## config.mk

```make
export PLATFORM = sky130hd
export DESIGN_NAME = tick_timer_bank
export DESIGN_NICKNAME = d
export VERILOG_FILES = /design/src/rtl/tmrbank_pkg.sv /design/src/rtl/tmr_cmd_decode.sv /design/src/rtl/tmr_channel.sv /design/src/rtl/tick_timer_bank.sv
export SDC_FILE = /design/constraint.sdc
export NUM_CORES = 1
export LEC_CHECK = 0
export BUFFER_PORTS_ARGS = -buffer_cell sky130_fd_sc_hd__buf_2
export CAP_MARGIN = 20
export CORE_MARGIN = 4
export CORE_UTILIZATION = 35
export CTS_CLUSTER_SIZE = 24
export DETAILED_ROUTE_END_ITERATION = 8
export GPL_TIMING_DRIVEN = 0
export SYNTH_ARGS = -nofsm -noshare
export SYNTH_HDL_FRONTEND = slang
export SYNTH_SLANG_ARGS = --single-unit
```

## constraint.sdc

```tcl
create_clock -name clk -period 3.21 [get_ports clk]
set_clock_uncertainty 0.1 [all_clocks]
set_input_delay 0.4815 -clock clk [delete_from_list [all_inputs] [get_ports clk]]
set_output_delay 0.4815 -clock clk [all_outputs]
set_load 0.005 [all_outputs]
```

## src/rtl/tmrbank_pkg.sv

```systemverilog
package tmrbank_pkg;
  localparam int WIN_BYTES = 64;
  localparam logic [5:0] OFS_RESET = 6'h00;
  localparam logic [5:0] OFS_START = 6'h04;
  localparam logic [5:0] OFS_STOP  = 6'h08;
  localparam logic [5:0] OFS_MODE  = 6'h0C;
  localparam logic [5:0] OFS_STAT  = 6'h10;
  localparam logic [5:0] OFS_COUNT = 6'h14;
  localparam logic [5:0] OFS_LIMIT = 6'h18;
  localparam logic [5:0] OFS_IEN   = 6'h1C;
  localparam logic [5:0] OFS_ACK   = 6'h20;
  localparam logic [3:0] RUN_IDLE  = 4'd1;
  localparam logic [3:0] RUN_BUSY  = 4'd2;

  // one strobe per write-side register of a channel window
  typedef struct packed {
    logic reset;
    logic start;
    logic stop;
    logic mode;
    logic limit;
    logic ien;
    logic ack;
  } chan_cmd_t;
endpackage

```

## src/rtl/tmr_cmd_decode.sv

```systemverilog
module tmr_cmd_decode
  import tmrbank_pkg::*;
#(
  parameter int NCH = 4,
  parameter int AW  = 9
) (
  input  logic                  we_i,
  input  logic [AW-1:0]         addr_i,
  output chan_cmd_t [NCH-1:0]   cmd_o,
  output logic                  ctl_wr_o
);
  localparam int CTL_ADDR = NCH * WIN_BYTES;
  localparam int CHW      = (NCH > 1) ? $clog2(NCH) : 1;

  logic            in_win;
  logic [5:0]      ofs;
  logic [CHW-1:0]  sel;

  assign in_win   = (int'(addr_i) < CTL_ADDR);
  assign ofs      = addr_i[5:0];
  assign sel      = CHW'(addr_i >> 6);
  assign ctl_wr_o = we_i && (int'(addr_i) == CTL_ADDR);

  for (genvar c = 0; c < NCH; c++) begin : g_dec
    logic hit;
    assign hit = we_i && in_win && (int'(sel) == c);
    assign cmd_o[c].reset = hit && (ofs == OFS_RESET);
    assign cmd_o[c].start = hit && (ofs == OFS_START);
    assign cmd_o[c].stop  = hit && (ofs == OFS_STOP);
    assign cmd_o[c].mode  = hit && (ofs == OFS_MODE);
    assign cmd_o[c].limit = hit && (ofs == OFS_LIMIT);
    assign cmd_o[c].ien   = hit && (ofs == OFS_IEN);
    assign cmd_o[c].ack   = hit && (ofs == OFS_ACK);
  end
endmodule

```

## src/rtl/tmr_channel.sv

```systemverilog
module tmr_channel
  import tmrbank_pkg::*;
#(
  parameter int DW = 32
) (
  input  logic          clk,
  input  logic          rst,
  input  logic          tick_i,
  input  chan_cmd_t     cmd_i,
  input  logic [DW-1:0] wdata_i,
  output logic [DW-1:0] cnt_o,
  output logic [DW-1:0] limit_o,
  output logic [7:0]    stat_o,
  output logic          irq_o
);
  logic [DW-1:0] cnt_q, cnt_n, limit_q, limit_n;
  logic act_q, act_n, osh_q, osh_n, ien_q, ien_n, pend_q, pend_n, irq_q;
  logic hit_limit;

  assign hit_limit = act_q && tick_i && (cnt_q == limit_q);

  always_comb begin
    cnt_n   = cnt_q;
    limit_n = limit_q;
    act_n   = act_q;
    osh_n   = osh_q;
    ien_n   = ien_q;
    pend_n  = pend_q;
    if (cmd_i.ack && wdata_i[7]) pend_n = 1'b0;
    if (hit_limit) begin
      pend_n = 1'b1;
      if (osh_q) act_n = 1'b0;
      else       cnt_n = '0;
    end else if (act_q && tick_i) begin
      cnt_n = cnt_q + 1'b1;
    end
    if (cmd_i.start) act_n = 1'b1;
    if (cmd_i.stop)  act_n = 1'b0;
    if (cmd_i.reset) begin
      cnt_n  = '0;
      pend_n = 1'b0;
      act_n  = 1'b0;
    end
    if (cmd_i.mode)  osh_n   = wdata_i[0];
    if (cmd_i.limit) limit_n = wdata_i;
    if (cmd_i.ien)   ien_n   = wdata_i[0];
  end

  always_ff @(posedge clk) begin
    if (rst) begin
      cnt_q   <= '0;
      limit_q <= '1;
      act_q   <= 1'b0;
      osh_q   <= 1'b0;
      ien_q   <= 1'b0;
      pend_q  <= 1'b0;
      irq_q   <= 1'b0;
    end else begin
      cnt_q   <= cnt_n;
      limit_q <= limit_n;
      act_q   <= act_n;
      osh_q   <= osh_n;
      ien_q   <= ien_n;
      pend_q  <= pend_n;
      irq_q   <= pend_n && ien_n;
    end
  end

  assign cnt_o   = cnt_q;
  assign limit_o = limit_q;
  assign irq_o   = irq_q;
  assign stat_o  = {pend_q, ien_q, osh_q, act_q, (act_q ? RUN_BUSY : RUN_IDLE)};


  reset_cmd_chk: assert property (@(posedge clk) disable iff (rst)
    cmd_i.reset |=> (cnt_q == '0) && !pend_q && !act_q);

  oneshot_park_chk: assert property (@(posedge clk) disable iff (rst)
    (act_q && osh_q && tick_i && (cnt_q == limit_q) && (cmd_i == '0))
      |=> !act_q && pend_q && $stable(cnt_q));

  periodic_wrap_chk: assert property (@(posedge clk) disable iff (rst)
    (act_q && !osh_q && tick_i && (cnt_q == limit_q) && (cmd_i == '0))
      |=> act_q && pend_q && (cnt_q == '0));

  idle_hold_chk: assert property (@(posedge clk) disable iff (rst)
    (!act_q && !cmd_i.reset) |=> $stable(cnt_q));

  pend_clear_chk: assert property (@(posedge clk) disable iff (rst)
    $fell(pend_q) |-> $past(cmd_i.reset || (cmd_i.ack && wdata_i[7])));
endmodule

```

## src/rtl/tick_timer_bank.sv

```systemverilog
module tick_timer_bank
  import tmrbank_pkg::*;
#(
  parameter  int NCH = 4,
  parameter  int DW  = 32,
  localparam int AW  = $clog2(NCH * WIN_BYTES) + 1
) (
  input  logic           clk,
  input  logic           rst,
  input  logic           bus_we,
  input  logic           bus_re,
  input  logic [AW-1:0]  bus_addr,
  input  logic [DW-1:0]  bus_wdata,
  output logic [DW-1:0]  bus_rdata,
  input  logic [NCH-1:0] tick_en,
  output logic [NCH-1:0] irq,
  output logic           clk_req
);
  localparam int CTL_ADDR = NCH * WIN_BYTES;
  localparam int CHW      = (NCH > 1) ? $clog2(NCH) : 1;

  chan_cmd_t [NCH-1:0] cmd;
  logic                ctl_wr;
  logic                creq_q;
  logic [DW-1:0]       cnt_a   [NCH];
  logic [DW-1:0]       limit_a [NCH];
  logic [7:0]          stat_a  [NCH];
  logic [DW-1:0]       rd_n, rdata_q;
  logic [CHW-1:0]      rsel;

  tmr_cmd_decode #(.NCH(NCH), .AW(AW)) dec_i (
    .we_i    (bus_we),
    .addr_i  (bus_addr),
    .cmd_o   (cmd),
    .ctl_wr_o(ctl_wr)
  );

  for (genvar c = 0; c < NCH; c++) begin : g_ch
    tmr_channel #(.DW(DW)) ch_i (
      .clk    (clk),
      .rst    (rst),
      .tick_i (tick_en[c]),
      .cmd_i  (cmd[c]),
      .wdata_i(bus_wdata),
      .cnt_o  (cnt_a[c]),
      .limit_o(limit_a[c]),
      .stat_o (stat_a[c]),
      .irq_o  (irq[c])
    );
  end

  assign rsel = CHW'(bus_addr >> 6);

  always_comb begin
    rd_n = '0;
    if (int'(bus_addr) == CTL_ADDR) begin
      rd_n[0] = creq_q;
    end else if (int'(bus_addr) < CTL_ADDR) begin
      case (bus_addr[5:0])
        OFS_STAT:  rd_n = DW'(stat_a[rsel]);
        OFS_COUNT: rd_n = cnt_a[rsel];
        OFS_LIMIT: rd_n = limit_a[rsel];
        default:   rd_n = '0;
      endcase
    end
  end

  always_ff @(posedge clk) begin
    if (rst) begin
      creq_q  <= 1'b0;
      rdata_q <= '0;
    end else begin
      if (ctl_wr) creq_q  <= bus_wdata[0];
      if (bus_re) rdata_q <= rd_n;
    end
  end

  assign clk_req   = creq_q;
  assign bus_rdata = rdata_q;
endmodule

```

# Yosys cells after proc, flatten, opt, wreduce, memory -nomap -nowiden
# Cells that the tools add are included.
[totals]
output_inout_bits = 37
input_bits = 49
wordCells = 194
register_bits = 309
[op_classes]
n_bitwise = 1
n_reduce_logical = 80
add_sub_neg = 4
n_lt_le_gt_ge = 2
eq_ne = 20
muxes = 57
[op_table]
columns = ["cell", "n"]
rows = [
  ["2-to-1 mux 32 bit", 17],
  ["adder 32 x 1 -> 32 bit (second input constant)", 4],
  ["binary-select mux 32 bit (select 2 bit)", 2],
  ["== test 32 bit", 4],
  ["case mux 32 bit (3 select lines)", 1],
  ["logical AND 1 bit", 50],
  ["2-to-1 mux 31 bit", 1],
  ["2-to-1 mux 1 bit", 29],
  ["== test 6 x 5 -> 1 bit (second input constant)", 4],
  ["nonzero test 2 bit", 12],
  ["binary-select mux 8 bit (select 2 bit)", 1],
  ["2-to-1 mux 8 bit", 2],
  ["AND reduction 2 bit", 8],
  ["== test 6 x 4 -> 1 bit (second input constant)", 2],
  ["OR reduction 3 bit", 4],
  ["== test 9 bit (second input constant)", 1],
  ["< comparator 9 bit (second input constant)", 1],
  ["2-to-1 mux 2 bit", 4],
  ["inequality test 2 bit (second input constant)", 4],
  ["OR reduction 2 bit", 4],
  ["== test 6 x 3 -> 1 bit (second input constant)", 1],
  ["== test 6 bit (second input constant)", 1],
  ["zero test 6 bit", 1],
  ["== test 2 bit (second input constant)", 2],
  ["other kinds (4)", 4],
]

# Longest topological paths before layout
[depth]
ltp_word = 9
mapped_depth = 12
ltp_nobuf = 8

# By module
# A second synthesis with hierarchy kept.
[unflattened]
hier_cells = 1992
hier_area_um2 = 18108.6
[by_module_without_submodules]
columns = ["mod", "cells_per_inst", "area_each_um2", "seq_area_each_um2", "n_inst"]
rows = [
  ["tmr_channel at g_ch[0].ch_i ...", 420, 3629.7, 1381.3, 3],
  ["tmr_channel at g_ch[3].ch_i", 417, 3617.2, 1381.3, 1],
  ["tick_timer_bank", 266, 3231.8, 660.6, 1],
  ["tmr_cmd_decode", 49, 370.4, 0.0, 1],
]

# Worst setup path before layout
# OpenSTA, ideal clock, no wires.
[synth_timing]
kind = "input-to-reg"
start = "input bus_addr[1]"
end = "register g_ch[0].ch_i.cnt_q[26]"
cell_stages = 11
t_required_ps = 2990
setup_slack_ps = 763
arrival_ps = 2227
path_buffers = 4
setup_ps = 120
path_cell_list = "or3_1 > clkbuf_1 > nor4_4 > a21o_1 > buf_4 > a21oi_1 > a31o_1 > buf_4 > buf_6 > a21oi_1 > mux2i_1"
[synth_between]
elab_chain_cells = 5
elab_cells_between_ends = 6
classes_between = "order compare: 1; reduce/logical: 5"
[synth_rtl]
columns = ["element", "line", "source"]
rows = [
  ["start, declared", "tick_timer_bank.sv:12", "input logic [AW-1:0] bus_addr,"],
  ["< comparator 9 bit", "tmr_cmd_decode.sv:19", "assign in_win = (int'(addr_i) < CTL_ADDR);"],
  ["logical AND 1 bit (2 in series)", "tmr_cmd_decode.sv:26", "assign hit = we_i && in_win && (int'(sel) == c);"],
  ["logical AND 1 bit (*)", "tmr_cmd_decode.sv:27", "assign cmd_o[c].reset = hit && (ofs == OFS_RESET);"],
  ["OR reduction 2 bit (no line) (*)", "--", ""],
  ["end signal, assigned", "tmr_channel.sv:59", "cnt_q <= cnt_n;"],
  ["end, declared", "tmr_channel.sv:16", "logic [DW-1:0] cnt_q, cnt_n, limit_q, limit_n;"],
]
# Mark *: on every way between the ends. The rest lies on a longest branch, timed or not.
# A chain may end at the register's enable or synchronous reset.

# Worst setup path in the final report
[layout_timing]
start = "register g_ch[2].ch_i.cnt_q[20]"
end = "register g_ch[2].ch_i.cnt_q[19]"
[layout_between]
elab_chain_cells = 4
elab_cells_between_ends = 6
classes_between = "eq/ne: 2; mux: 1; reduce/logical: 3"
[layout_rtl]
columns = ["element", "line", "source"]
rows = [
  ["start, declared", "tmr_channel.sv:16", ""],
  ["start signal, assigned", "tmr_channel.sv:59", ""],
  ["== test 32 bit (*)", "tmr_channel.sv:20", "assign hit_limit = act_q && tick_i && (cnt_q == limit_q);"],
  ["logical AND 1 bit (*)", "tmr_channel.sv:20", ""],
  ["inequality test 2 bit (no line) / nonzero test 2 bit (equally long branches)", "--", ""],
  ["AND reduction 2 bit (no line)", "--", ""],
]
# Marks and branches as above.

==> metrics.cfg <==
[global_routing]
grt_remaining_overflow=0
grt_antenna_before_repair=3
grt_pass1_wl_um=114000
grt_max_degree=13
grt_pass1_vias=15800
gr-usage-all-layers=0.290

[finish]
drive_above_1_share=0.162
design_area_sq_um=20300
syn2layout_area_growth_pct=15.4
nNetsFinal=2191

[worst_setup_path]
crit_arrival_ps=3520
path_class=register to register
worstSetupEndpointType=register
startpoint_type=register
worst-path-max-fanout=9
required_ps=3550

[clock_tree]
numCtsBuffers=39
htreeDepth=2
cts.path.max_buffers=3
cts.sinks=309
cts-root-buf=clkbuf_16
cts.clk_slew.worst_paths_ps=60
cts_tree=done
clk_latency_ps=570

[placement]
dp_hpwl_um=64100
gp_congestion=1.03
port_buffers=83
place_area_sq_um=18900

[floorplanning]
die_area_sq_um=54000
initial_core_util=0.357
std_cell_rows=81
die_w_um=232
die_h_um=232
io_pins=86
core_sq_um=49400

[synthesis]
synthArstFlopShare=0
syn_area_per_cell_sq_um=8.77
ys_seq_elements=309
syn_nets=2062
syn_inst=2009
synth_area_sq_um=17600
yosysSeqAreaShare=0.351
ys_types=82
ys_warn_count=0
synth_ff_type=dfxtp_1
synth_edf_count=0

[detailed_routing]
firstDrtPassIters=5
vias=17100
drc=0
drt-vias-per-instance=6.05
drt-initial-drc-count=2009
finalWirelength_um=80600
wl_per_cell_um=28.5
ant_nets=0

[sta]
setup_viol=0
final_max_slew_viol_count=0
relSlewSlack=0.196
min_period_over_period=0.991
rsz0062_at_grt=no
hold_viol=0
tightest_slew_ps=1210
tns_ps=0
hold_ws_ps=76.8
post-route-min-period_ps=3180
fmax_mhz=314

[run_status]
status=completed

[job]
maxCapViolCount=0

[power]
p_leak_nw=7.47
ir_worst_vdd_uv=392
p_per_area_nw_per_um2=447

[worst_hold_path]
hold_path_class=primary input to register

-- sequential cells by signal (all words and copies together) (netlist names) --
name               count
bus_rdata             32
clk_req                1
g_ch.ch_i.act_q        4
g_ch.ch_i.cnt_o      128
g_ch.ch_i.ien_q        4
g_ch.ch_i.irq_o        4
g_ch.ch_i.limit_o    128
g_ch.ch_i.osh_q        4
g_ch.ch_i.pend_q       4
-- cell usage after synthesis (all sizes together), types with 9 or more instances --
library cell	n	area, sq um
nor4	43	357
mux2i	13	130
nor2	107	402
nand3	94	470
a22o	29	254
buf	73	480
and3	56	350
or3	42	269
nand4	52	338
a21o	12	90.1
a31oi	35	234
nand2b	32	200
inv	14	52.6
a21oi	104	566
dfxtp	309	6190
xor2	96	841
nand2	275	1030
mux4	68	1540
and2	24	150
nor3	40	216
and4	9	78.8
clkbuf	89	335
a211o	80	701
nor2b	49	307
o31ai	12	90.1
nand3b	71	533
o21ai	60	334
xnor2	39	357
-- power by group --
group | internal (mW) | leakage, nW | total, mW | switching [mW]
combinational | 0.133 | 4.29 | 0.422 | 0.289
sequential | 3.84 | 2.49 | 3.86 | 0.0199
clock | 2.98 | 0.678 | 4.80 | 1.82
-- critical path, cell delays in order, from the launching register on --
cell	delay, ps
dfxtp_1	610
xor2_1	220
nor4_1	570
nand4_2	330
nor4_4	720
nor2_1	230
a31oi_1	220
nor2_1	50
-- path summary, 6_finish.rpt --
kind	cells past startpoint	startpoint	slack (ps)	end
worst max register to register	7	g_ch[2].ch_i.cnt_o[20]	30	g_ch[2].ch_i.cnt_o[19]
worst min-delay path	2	bus_wdata[22]	80	g_ch[0].ch_i.limit_o[22]
worst max-delay path	7	g_ch[2].ch_i.cnt_o[20]	30	g_ch[2].ch_i.cnt_o[19]
worst min register to register	2	bus_rdata[3]	370	bus_rdata[3]
-- final cells by class --
| cell class | count | area [sq um] |
|---|---|---|
| diodes | 2 | 5.00 |
| fillers | 5015 | 29000 |
| clock buffers | 57 | 1150 |
| multi-input cells | 1523 | 10600 |
| clock inverters | 13 | 233 |
| well taps | 664 | 831 |
| repair buffers | 93 | 498 |
| inverters | 14 | 52.6 |
| flip-flops and latches | 309 | 6190 |
| plain buffers | 158 | 813 |
-- placed cells by master (no fill, tap or decap), types with 7 or more instances in the layout --
master	instances
a211o_1	80
xnor2_1	37
nand3_1	94
or3_1	40
mux4_2	67
nor2b_1	49
and2_1	20
xor2_1	96
inv_1	14
and4_1	9
a21o_1	12
dfxtp_1	309
mux2i_1	13
o21ai_1	7
nand2b_1	32
buf_2	128
a22o_1	29
nand4_1	50
a21oi_1	92
a31oi_1	34
o31ai_1	12
clkbuf_16	39
and3_1	56
o21ai_0	44
nand2_1	274
a21oi_2	12
nor2_1	106
o21ai_2	9
buf_6	14
nor4_1	36
o211ai_1	7
or2_2	7
nand3b_1	71
nor3_1	38
buf_4	21
clkbuf_8	11
clkbuf_1	89
-- stage by stage --
stage	power [mW]	util	setup WS (ps)	instances
2_1_floorplan	4.16	-	763	2009
3_3_place_gp	4.35	0.382	-481	2756
3_5_place_dp	4.36	0.382	-475	2756
4_1_cts	9.12	0.411	23.2	2831
5_1_grt	9.31	0.412	9.64	2831
6_report	9.09	0.412	28.3	2833
-- timing repair --
item	4_1_cts	5_1_grt
resized for setup	1	4
setup buffers	5	4
pin swaps	3	3
setup endpoints to repair	57	62
hold buffers	0	0
-- kinds of logic (layout without fill, tap and decap cells) --
group	count (synthesis)	count (layout)	synth area share
AO/OA/AOI/OAI	377	377	0.150
XOR/XNOR	135	135	0.0680
adder cells (fa/ha/maj)	4	4	0.00284
buffers and inverters	177	335	0.0500
flip-flops	309	309	0.351
multiplexers	81	81	0.0945
other	0	2	0
AND/OR/NAND/NOR	926	926	0.284
-- layer usage --
metal	vias to the layer above	GRT usage	wire, um	part of all wire
li1	7580	-	-	-
met1	8494	0.411	34900	0.43
met2	915	0.450	35400	0.44
met3	141	0.0420	6950	0.086
met4	2	0.108	3340	0.041
met5	-	0	13	0.00016
Note: power is estimated with default switching activity, not from simulation.
